[config.mk]
export PLATFORM = sky130hd
export DESIGN_NAME = fifo_irq_unit
export DESIGN_NICKNAME = d
export VERILOG_FILES = /design/src/rtl/fiu_pkg.sv /design/src/rtl/fiu_level_cmp.sv /design/src/rtl/fiu_wait_timer.sv /design/src/rtl/fiu_err_latch.sv /design/src/rtl/fifo_irq_unit.sv
export SDC_FILE = /design/constraint.sdc
export NUM_CORES = 1
export LEC_CHECK = 0
export ABC_AREA = 1
export CAP_MARGIN = 20
export CELL_PAD_IN_SITES_DETAIL_PLACEMENT = 0
export CELL_PAD_IN_SITES_GLOBAL_PLACEMENT = 1
export CORE_ASPECT_RATIO = 0.7
export CORE_MARGIN = 2
export CORE_UTILIZATION = 41
export DETAILED_ROUTE_END_ITERATION = 8
export DONT_BUFFER_PORTS = 1
export HOLD_SLACK_MARGIN = 0.1
export PLACE_DENSITY = 0.87
export RECOVER_POWER = 100
export SLEW_MARGIN = 20
export SYNTH_ARGS = -nofsm -noshare
export SYNTH_HDL_FRONTEND = slang
export SYNTH_HIERARCHICAL = 1
export SYNTH_SLANG_ARGS = --single-unit
[constraint.sdc]
create_clock -name clk -period 1.26 [get_ports clk]
set_input_delay 0.189 -clock clk [delete_from_list [all_inputs] [get_ports clk]]
set_output_delay 0.189 -clock clk [all_outputs]
set_load 0.005 [all_outputs]
[src/rtl/fiu_pkg.sv]
package fiu_pkg;

   localparam int STAT_W   = 3;
   localparam int ST_TXREQ = 0;
   localparam int ST_RXREQ = 1;
   localparam int ST_ERR   = 2;

   localparam int ERR_W    = 3;
   localparam int E_WRFULL = 0;
   localparam int E_STALL  = 1;
   localparam int E_TMO    = 2;

   typedef enum logic [1:0] {
      TXT_EMPTY   = 2'd0,
      TXT_QUARTER = 2'd1,
      TXT_HALF    = 2'd2,
      TXT_3QTR    = 2'd3
   } tx_trig_e;

   typedef enum logic [2:0] {
      RXT_EIGHTH  = 3'd0,
      RXT_QUARTER = 3'd1,
      RXT_HALF    = 3'd2,
      RXT_3QTR    = 3'd3,
      RXT_7EIGHTH = 3'd4,
      RXT_FULL    = 3'd5
   } rx_trig_e;

   // Write-side threshold: the code counts quarters of the depth.
   function automatic int tx_trig_level(input logic [1:0] sel, input int depth);
      return (int'(sel) * depth) / 4;
   endfunction

   // Read-side threshold; codes above the full code fold onto full.
   function automatic int rx_trig_level(input logic [2:0] sel, input int depth);
      case (sel)
         RXT_EIGHTH:  return depth / 8;
         RXT_QUARTER: return depth / 4;
         RXT_HALF:    return depth / 2;
         RXT_3QTR:    return (3 * depth) / 4;
         RXT_7EIGHTH: return (7 * depth) / 8;
         default:     return depth;
      endcase
   endfunction

endpackage

[src/rtl/fiu_level_cmp.sv]
module fiu_level_cmp #(
   parameter int DEPTH = 16,
   parameter bit ABOVE = 1'b0,
   parameter int CNT_W = $clog2(DEPTH + 1)
) (
   input  logic             clk,
   input  logic             rst_n,
   input  logic [CNT_W-1:0] level,
   input  logic [CNT_W-1:0] trig,
   output logic             req
);

   logic hit;

   generate
      if (ABOVE) begin : g_above
         assign hit = (level >= trig);
      end else begin : g_below
         assign hit = (level <= trig);
      end
   endgenerate

   always_ff @(posedge clk or negedge rst_n) begin
      if (!rst_n) req <= 1'b0;
      else        req <= hit;
   end

endmodule

[src/rtl/fiu_wait_timer.sv]
module fiu_wait_timer #(
   parameter int WAIT_W = 8
) (
   input  logic              clk,
   input  logic              rst_n,
   input  logic              hold_off,
   input  logic              ext_ready,
   input  logic [WAIT_W-1:0] max_wait,
   output logic              expire,
   output logic              abort_pulse
);

   logic [WAIT_W-1:0] cnt;
   logic              counting;

   // A zero limit disables counting, so the wait never ends.
   assign counting = hold_off && !ext_ready && (max_wait != '0);
   assign expire   = counting && (cnt == max_wait);

   always_ff @(posedge clk or negedge rst_n) begin
      if (!rst_n) begin
         cnt         <= '0;
         abort_pulse <= 1'b0;
      end else begin
         abort_pulse <= expire;
         if (!counting || expire) cnt <= '0;
         else                     cnt <= cnt + 1'b1;
      end
   end

endmodule

[src/rtl/fiu_err_latch.sv]
module fiu_err_latch #(
   parameter int N = 3
) (
   input  logic         clk,
   input  logic         rst_n,
   input  logic [N-1:0] evt,
   input  logic [N-1:0] en,
   input  logic         clr_wr,
   input  logic [N-1:0] clr_bits,
   output logic [N-1:0] sticky
);

   generate
      for (genvar i = 0; i < N; i++) begin : g_bit
         always_ff @(posedge clk or negedge rst_n) begin
            if (!rst_n)                    sticky[i] <= 1'b0;
            else if (evt[i] && en[i])      sticky[i] <= 1'b1;
            else if (clr_wr && clr_bits[i]) sticky[i] <= 1'b0;
         end
      end
   endgenerate

endmodule

[src/rtl/fifo_irq_unit.sv]
module fifo_irq_unit #(
   parameter int TX_DEPTH = 16,
   parameter int RX_DEPTH = 16,
   parameter int WAIT_W   = 8,
   localparam int TXC_W   = $clog2(TX_DEPTH + 1),
   localparam int RXC_W   = $clog2(RX_DEPTH + 1)
) (
   input  logic              clk,
   input  logic              rst_n,
   input  logic [TXC_W-1:0]  tx_level,
   input  logic [RXC_W-1:0]  rx_level,
   input  logic [1:0]        tx_trig_sel,
   input  logic [2:0]        rx_trig_sel,
   input  logic              wr_attempt,
   input  logic              rd_stall,
   input  logic              hold_off,
   input  logic              ext_ready,
   input  logic [WAIT_W-1:0] max_wait,
   input  logic [2:0]        err_enable,
   input  logic [2:0]        int_mask,
   input  logic              err_clr_wr,
   input  logic [2:0]        err_clr_bits,
   output logic [2:0]        raw_status,
   output logic [2:0]        masked_status,
   output logic [2:0]        err_status,
   output logic              irq,
   output logic              abort_pulse
);
   import fiu_pkg::*;

   generate
      if (TX_DEPTH < 4 || (TX_DEPTH % 4) != 0) begin : g_bad_tx
         $error("TX_DEPTH must be a positive multiple of 4");
      end
      if (RX_DEPTH < 8 || (RX_DEPTH % 8) != 0) begin : g_bad_rx
         $error("RX_DEPTH must be a positive multiple of 8");
      end
      if (WAIT_W < 1) begin : g_bad_wait
         $error("WAIT_W must be at least 1");
      end
   endgenerate

   logic [TXC_W-1:0] tx_trig;
   logic [RXC_W-1:0] rx_trig;
   logic             tx_req;
   logic             rx_req;
   logic             tmo_expire;
   logic [ERR_W-1:0] err_evt;

   assign tx_trig = TXC_W'(tx_trig_level(tx_trig_sel, TX_DEPTH));
   assign rx_trig = RXC_W'(rx_trig_level(rx_trig_sel, RX_DEPTH));

   fiu_level_cmp #(.DEPTH(TX_DEPTH), .ABOVE(1'b0), .CNT_W(TXC_W)) u_tx_cmp (
      .clk   (clk),
      .rst_n (rst_n),
      .level (tx_level),
      .trig  (tx_trig),
      .req   (tx_req)
   );

   fiu_level_cmp #(.DEPTH(RX_DEPTH), .ABOVE(1'b1), .CNT_W(RXC_W)) u_rx_cmp (
      .clk   (clk),
      .rst_n (rst_n),
      .level (rx_level),
      .trig  (rx_trig),
      .req   (rx_req)
   );

   fiu_wait_timer #(.WAIT_W(WAIT_W)) u_timer (
      .clk         (clk),
      .rst_n       (rst_n),
      .hold_off    (hold_off),
      .ext_ready   (ext_ready),
      .max_wait    (max_wait),
      .expire      (tmo_expire),
      .abort_pulse (abort_pulse)
   );

   always_comb begin
      err_evt           = '0;
      err_evt[E_WRFULL] = wr_attempt && (tx_level >= TXC_W'(TX_DEPTH));
      err_evt[E_STALL]  = rd_stall;
      err_evt[E_TMO]    = tmo_expire;
   end

   fiu_err_latch #(.N(ERR_W)) u_err (
      .clk      (clk),
      .rst_n    (rst_n),
      .evt      (err_evt),
      .en       (err_enable),
      .clr_wr   (err_clr_wr),
      .clr_bits (err_clr_bits),
      .sticky   (err_status)
   );

   always_comb begin
      raw_status           = '0;
      raw_status[ST_TXREQ] = tx_req;
      raw_status[ST_RXREQ] = rx_req;
      raw_status[ST_ERR]   = |err_status;
   end

   assign masked_status = raw_status & int_mask;
   assign irq           = |masked_status;

endmodule

==> results of run 1 <==
## sequential cells by signal, indices dropped and copies added (netlist names)
register	cells
u_timer/cnt	8
u_err/sticky	3
u_rx_cmp/req	1
u_timer/abort_pulse	1
u_tx_cmp/req	1
## synthesized netlist by cell type, drive strengths merged
cell | n | area, um2
nand3 | 7 | 40.0
o21ai | 2 | 10.0
dfrtp | 14 | 350
a21oi | 2 | 10.0
conb | 1 | 3.75
xor2 | 2 | 17.5
xnor2 | 5 | 43.8
buf | 2 | 15.0
ha | 11 | 138
nand2 | 60 | 235
nor3 | 1 | 10.0
inv | 36 | 135
nor2 | 24 | 100
nand4 | 1 | 6.26
## cell families (layout without fill, tap and decap cells)
group / count (synthesis) / in the layout / share of synthesized area
AO/OA/AOI/OAI: 4 / 4 / 0.0180
adder cells (fa/ha/maj): 11 / 11 / 0.123
buffers and inverters: 38 / 52 / 0.135
other: 1 / 4 / 0.00336
AND/OR/NAND/NOR: 93 / 93 / 0.351
XOR/XNOR: 7 / 7 / 0.0550
flip-flops: 14 / 14 / 0.314
## critical path: stages (launching register included)
cell and delay (ps):
dfrtp_2 400, buf_12 110, ha_4 130, nand2_2 60, nor3_2 190, xnor2_1 130, nor2_1 60
## final timing paths
| check | end | slack [ps] |
|---|---|---|
| max in group asynchronous | u_timer/cnt[6] | 400 |
| max reg2reg | u_timer/cnt[6] | 60 |
| min in group asynchronous | u_timer/abort_pulse | 410 |
| max | u_timer/cnt[6] | 60 |
| min | u_err/sticky[2] | 120 |
| min reg2reg | u_timer/cnt[0] | 520 |
## report_power, final
group	total [uW]	internal (uW)	switching (uW)
combinational	196	84.5	112
sequential	492	471	20.4
clock	423	276	147
total	1110	832	279
## through the flow
stage                     TNS, ps  hold WS, ps   util  power [uW]  instance area [um2]
after floorplan                 0         -107      -         650                 1130
after global placement          0         -106  0.465         660                 1170
after detailed placement        0         -106  0.465         667                 1170
after CTS                       0          121  0.507        1120                 1280
after global routing        -32.8          122  0.537        1200                 1350
final                           0          118  0.537        1110                 1350
## timing repair
action                     CTS  global route
hold endpoints to repair    17             0
hold buffers                 5             0
pin swaps                    0             5
setup endpoints to repair    1             8
setup buffers                0             5
resized for setup            1            10
## metal layers
| layer | vias to the layer above | routed length (um) | global-route usage |
|---|---|---|---|
| li1 | 522 | - | - |
| met1 | 386 | 959 | 0.172 |
| met2 | 27 | 941 | 0.224 |
| met3 | 2 | 146 | 0.0494 |
| met4 | 0 | 11 | 0.0245 |
| met5 | - | 0 | 0 |
## layout make-up
cell class              instances  area (um2)  share of cell area
repair buffers                 12         115              0.0853
inverters                      36         135               0.100
clock buffers                   4        55.1              0.0408
flip-flops and latches         14         354               0.262
multi-input cells             119         648               0.480
well taps                      34        42.5              0.0315
==> run metrics, run 1 <==
Yosys reg bits 14; drt drc 0; GRT Total Usage 0.134; TritonCTS buffer count 3; die width 66.3 um; Initial Util 0.443; Post-Synthesis Cells approximately 170; most common cell after layout, fill and taps aside nand2_1; Reg2Reg Depth 6; total core area roughly 0.0025 mm2; Die Ht between 40 and 50 um; via count 937; Non-Filler Instances roughly 220; global-route wire length before repair between 3 and 4 mm; Final WS setup approximately 60 ps; RD Place Congestion between 0.7 and 0.8; vias per cell 4.28; placed insts 205; hold depth 3; CTS sink count 14; initial antenna violation count 0; Synth cell types 18; minimum clock period around 1200 ps; htree depth 1; Final Max Slew Viols 0; # IOs 50; fillers 255; outcome completed; clock buffer depth 2; area grow syn2layout 21.1%; share of layout cells above drive strength 1 0.141; VDD IR max about 0.55 mV; vias in the first global route 779; synth warn 6; full die area 0.00316 mm2; max capacitance violation total 0; worst skew pair latency 240 ps; drt first-iter violations 29; dpl hpwl 1.68 mm; most frequent cells in the layout 56 x nand2_1, 35 x inv_1, 20 x nor2_1; CP Data Arrival Time between 1000 and 1500 ps; Crit. End Element register; total routed wirelength 2.06 mm; Max Fclk between 800 and 900 MHz; skew final 4.95 ps; largest fanout on the critical path 3; sequential area share after synthesis 0.314; RSZ-0062 raised after global routing true; Clock Pin Slew Worst Setup and Hold Paths approximately 60 ps; TritonCTS clock tree done; worst slew pin tran 629 ps; Ant. Diodes 0; Final Hold Vio Count 0; relative slew slack 0.580; gr ovfl total 0; Synth Cell Area between 0.001 and 0.0015 mm2; ratio of final minimum period to clock period 0.951; crit path launch type register; endpoints failing setup 0; pre-CTS WS between 10 and 15 ps; worst setup path start u_timer/cnt[1]; worst r2r src u_timer/cnt[1]; crit path kind register to register; drt pass-1 iters 4; Synth Area per Inst 6.64 um2; largest net degree at the start of global routing 15; Worst EP required 1380 ps; Hold Startpoint err_clr_wr; P_leak around 0.00074 uW; row count 15; Avg WL per Cell 9.40 um; post-route antenna net violation count 0; I/O Buffers 0; clk root buf clkbuf_8; Power Density 823 mW/mm2; fin nets 236; hold crit path type input port to register
(Power assumes the default switching activity.)
==> inputs of run 2 (changes only) <==
CORE_MARGIN = 4   (was 2)
==> run 2 against run 1 <==
Against the previous run:
- power up 2.5%
- final area rose by 3.1%
- largest power group unchanged
- clock skew is 0.56 ps higher
==> run metrics, run 2 (same netlist as run 1, synthesis figures left out) <==
outcome completed; drt first-iter violations 29 (unchanged); Biggest register u_timer/cnt; ratio of final minimum period to clock period 0.990 (+0.0384); largest net degree at the start of global routing 15 (unchanged); total routed wirelength 2.45 mm (+19%); Initial Util 0.440 (-0.00328); P_leak 0.000760 uW (+3.1%); r2r endpoint u_timer/cnt[5]; minimum clock period 1250 ps (+48.3 ps); total core area 0.00253 mm2 (+0.75%); drt drc 0 (unchanged); RSZ-0062 raised after global routing true; endpoints failing setup 0 (unchanged); initial antenna violation count 0 (unchanged); global-route wire length before repair 4.08 mm (+30%); Setup TNS 0 ps (unchanged); row count 15 (unchanged); FF+latch area 352 um2 (-0.71%); max reg flops 8 (unchanged); RD Place Congestion 0.772 (-0.72%); fin nets 238 (+0.85%); Avg WL per Cell 11.1 um (+18%); gr ovfl total 0 (unchanged); clock buffer depth 2 (unchanged); Reg2Reg Depth 5 (-1); Final Hold Slack 99.2 ps (-18.9 ps); area grow syn2layout 24.8%; GRT Total Usage 0.144 (+0.00990); Crit-path slowest cell dlygate4sd3_1; dpl hpwl 1.91 mm (+13%); Crit. End Element register; worst path bufs/invs 2 (+1); I/O Buffers 0 (unchanged); TritonCTS buffer count 3 (unchanged); via count 996 (+6.3%); htree depth 1 (unchanged); fillers 263 (+3.1%); crit path launch type input port; vias in the first global route 1027 (+32%); full die area 0.00363 mm2 (+15%); Ant. Diodes 0 (unchanged); area of the multi-input gates 684 um2 (+5.6%); Hold Path Sink u_err/sticky[0]; most common cell after layout, fill and taps aside nand2_1; R2R setup slack 50 ps (about the same); Worst EP required 1400 ps (+20 ps); # IOs 50 (unchanged); relative slew slack 0.570 (-0.00957); worst skew pair latency 240 ps (about the same); Max Fclk 802 MHz (-3.9%); hold crit path type input port to register; critical-path cell list dlygate4sd3_1, nand2_1, dlygate4sd3_1, nand2_1; Top Registers u_timer/cnt x8, u_err/sticky x3; clk root buf clkbuf_8; worst r2r src u_timer/cnt[1]; Final Max Slew Viols 0 (unchanged); Core Util, Final 0.549 (+0.0123); drt pass-1 iters 4 (unchanged); largest fanout on the critical path 1 (-2); worst slew pin tran 643 ps (+14.3 ps); largest stage delay on the critical path 550 ps (+150 ps); Hold Startpoint err_clr_bits[0]; die width 70.3 um (+6.0%); Clock Pin Slew Worst Setup and Hold Paths 60 ps (about the same); CTS sink count 14 (unchanged); VDD IR max 0.429 mV (-22%); crit path kind input port to register; post-route antenna net violation count 0 (unchanged); delay-heaviest family, CP buffers and inverters; CP Data Arrival Time 1380 ps (+60 ps); max capacitance violation total 0 (unchanged); Die Ht 51.6 um (+8.4%); Power Density 818 mW/mm2 (-0.56%); hold depth 3 (unchanged); Final Hold Vio Count 0 (unchanged); share of layout cells above drive strength 1 0.155 (+0.0145); most frequent cells in the layout 55 x nand2_1, 35 x inv_1, 16 x nor2_1; skew final 5.52 ps (+0.563 ps); vias per cell 4.51 (+5.3%); TritonCTS clock tree done
[run 2: cell count changes in the layout (fill, tap and decap cells not counted), sizes merged]
cell,delta
dlygate4sd3,+2
[run 2: metrics by stage]
step / instances / worst slack [ps] / area [um2] / total power, uW
after floorplan: 171 / 125 / 1130 / 650
after global placement: 205 / 53.9 / 1170 / 662
after detailed placement: 205 / 9.51 / 1170 / 671
after CTS: 217 / 19.2 / 1300 / 1130
after global routing: 221 / -35.2 / 1390 / 1220
final: 221 / 12.8 / 1390 / 1140
[run 2: repair_timing]
action | CTS | global route
setup endpoints to repair | 1 | 11
pin swaps | 0 | 9
hold endpoints to repair | 17 | 0
setup buffers | 1 | 4
hold buffers | 7 | 0
gates resized for setup | 0 | 17
[run 2: final cells by class]
type                       instances  share of cell area
timing repair buffer              14              0.0881
inverter                          36              0.0971
sequential                        14               0.253
clock buffer                       4              0.0396
tap                               34              0.0306
multi-input combinational        119               0.492
[run 2: how the worst max path moves through the flow]
stage	from	to	slack, ps	cells past startpoint
finish	err_enable[1]	u_err/sticky[1]	10	4
global route	u_timer/cnt[3]	u_err/sticky[2]	-40	7
CTS	u_err/sticky[1]	irq	20	4
detailed placement	u_timer/cnt[6]	u_err/sticky[2]	10	7
global placement	u_timer/cnt[6]	u_err/sticky[2]	50	7
floorplan	u_timer/cnt[0]	u_timer/cnt[6]	130	5
[run 2: metal layers]
| metal | track usage | routed length [um] | vias up |
|---|---|---|---|
| li1 | - | - | 526 |
| met1 | 0.136 | 982 | 431 |
| met5 | 0 | 0 | - |
| met4 | 0.0605 | 51 | 0 |
| met2 | 0.275 | 1210 | 33 |
| met3 | 0.0618 | 207 | 6 |
[run 2: worst reg2reg max path: stages (launching register included)]
cell and delay (ps):
dfrtp_1 420, buf_4 140, nand3_2 120, nor2_4 150
xor2_1 200, nor2_2 60
[run 2: power breakdown]
group	switching, uW	internal, uW
sequential	21.0	471
combinational	124	92.0
clock	154	276
total	299	839
==> inputs of run 3 (changes only) <==
GPL_TIMING_DRIVEN = 0   (was default)
==> run 3 against run 2 <==
Against the previous run:
- non-clock buffer count shrank 2
- flip-flop and latch count unchanged
- clock power fell by 19%
- clock skew is 2.0 ps lower
- count of clock-buffer cells in the layout shrank 1
- combinational power barely moved
- sequential power barely moved
- final cell count shrank 1.4%
- highest routed layer is now met3
==> run metrics, run 3 (same netlist as run 1, synthesis figures left out) <==
hold crit path type input port to register; I/O Buffers 0 (unchanged); largest fanout on the critical path 4 (+3); max capacitance violation total 0 (unchanged); TritonCTS buffer count 3 (unchanged); TritonCTS clock tree done; Final Max Slew Viols 0 (unchanged); total core area 0.00253 mm2 (unchanged); RD Place Congestion 0.768 (-0.58%); worst skew pair latency 240 ps (about the same); gr ovfl total 0 (unchanged); total routed wirelength 2.34 mm (-4.5%); Clock Pin Slew Worst Setup and Hold Paths 50 ps (about the same); share of layout cells above drive strength 1 0.141 (-0.0138); Avg WL per Cell 10.7 um (-3.2%); skew final 3.54 ps (-1.98 ps); Max Fclk 837 MHz (+4.4%); endpoints failing setup 0 (unchanged); R2R setup slack 70 ps (+20 ps); VDD IR max 0.460 mV (+7.1%); most frequent cells in the layout 56 x nand2_1, 35 x inv_1, 18 x nor2_1; max reg flops 8 (unchanged); global-route wire length before repair 3.69 mm (-9.5%); vias per cell 4.51 (about the same); # IOs 50 (unchanged); total power 1060 uW (-7.3%); full die area 0.00363 mm2 (unchanged); crit path kind register to register; drt drc 0 (unchanged); placed cell areas 0.00117 mm2 (unchanged); GRT Total Usage 0.128 (-0.0160); placed insts 205 (unchanged); P_leak 0.000727 uW (-4.3%); Initial Util 0.440 (unchanged); via count 983 (-1.3%); hold depth 3 (unchanged); RSZ-0062 raised after global routing true; worst r2r src u_timer/cnt[1]; Ant. Diodes 0 (unchanged); Crit. End Element register; htree depth 1 (unchanged); ratio of final minimum period to clock period 0.948 (-0.0419); initial antenna violation count 0 (unchanged); Final Hold Vio Count 0 (unchanged); Setup TNS 0 ps (unchanged); Power Density 792 mW/mm2 (-3.2%); CTS sink count 14 (unchanged); worst setup path start u_timer/cnt[1]; crit path launch type register; minimum clock period 1190 ps (-52.8 ps); Setup crit end u_timer/cnt[6]; Top Registers u_timer/cnt x8, u_err/sticky x3; vias in the first global route 977 (-4.9%); Final Hold Slack 115 ps (+15.8 ps); Biggest register u_timer/cnt; r2r endpoint u_timer/cnt[6]; fin nets 236 (-0.84%); die width 70.3 um (unchanged); Design Area, Final 0.00133 mm2 (-4.2%); Die Ht 51.6 um (unchanged); post-route antenna net violation count 0 (unchanged); CP Data Arrival Time 1320 ps (-60 ps); relative slew slack 0.587 (+0.0167); Worst EP required 1390 ps (about the same); fillers 254 (-3.4%); worst slew pin tran 618 ps (-24.9 ps); FF+latch area 353 um2 (+0.36%); outcome completed; dpl hpwl 1.87 mm (-2.0%); area of the multi-input gates 658 um2 (-3.8%); clk root buf clkbuf_8; largest net degree at the start of global routing 15 (unchanged); drt first-iter violations 29 (unchanged); Non-Filler Instances 218 (-1.4%); row count 15 (unchanged); area grow syn2layout 19.5%; clock buffer depth 2 (unchanged); Reg2Reg Depth 5 (unchanged); most common cell after layout, fill and taps aside nand2_1; drt pass-1 iters 4 (unchanged)
## run 3: cell types whose count changed in the layout (fill, tap and decap cells not counted)
cell | before | now
buf_4 | 7 | 5
clkbuf_4 | 0 | 2
clkbuf_8 | 4 | 3
dfrtp_1 | 13 | 12
dfrtp_2 | 1 | 2
dlygate4sd3_1 | 7 | 5
nand2_1 | 55 | 56
nand2_8 | 1 | 0
nor2_1 | 16 | 18
nor2_2 | 5 | 4
nor2_4 | 3 | 2
## run 3: routing by layer
layer,GRT usage,vias to the layer above,part of all wire
met1,0.129,432,0.39
met4,0.0191,0,0
met5,0,-,0
li1,-,520,-
met3,0.0598,0,0.095
met2,0.247,31,0.51
## run 3: power by group
part | leakage (uW) | internal (uW) | switching, uW
Sequential | 0.000182 | 471 | 18.4
Combinational | 0.000523 | 96.1 | 122
Clock | 0.0000216 | 210 | 137
## run 3: critical path: stages (launching register included)
cell and delay, ps:
dfrtp_1 440, ha_4 190, nand2_1 70, nor3_2 190, xnor2_1 140, nor2_1 60
## run 3: worst min path at each step
stage	startpoint	end
after floorplan	rst_n	u_err/sticky[0]
after global placement	rst_n	u_timer/abort_pulse
after detailed placement	rst_n	u_timer/abort_pulse
after CTS	err_clr_wr	u_err/sticky[2]
after global routing	err_clr_wr	u_err/sticky[1]
final	err_clr_wr	u_err/sticky[2]
## run 3: metrics by stage
step	worst slack [ps]	utilization
after floorplan	125	-
after global placement	4.97	0.461
after global routing	-33.6	0.526
final	65.6	0.526
after CTS	14.7	0.499
after detailed placement	-33.4	0.461
## run 3: repair_timing
| item | 4_1_cts | 5_1_grt |
|---|---|---|
| setup buffers | 0 | 5 |
| pin swaps | 0 | 3 |
| hold buffers | 5 | 0 |
| endpoints found under the setup margin | 2 | 12 |
| endpoints found under the hold margin | 17 | 0 |
| resized for setup | 3 | 9 |
## run 3: area by class of cell
cell class | instances | area share
repair buffers | 10 | 0.0657
plain buffers | 2 | 0.0113
multi-input cells | 119 | 0.494
well taps | 34 | 0.0319
flip-flops and latches | 14 | 0.265
inverters | 36 | 0.101
clock buffers | 3 | 0.0310
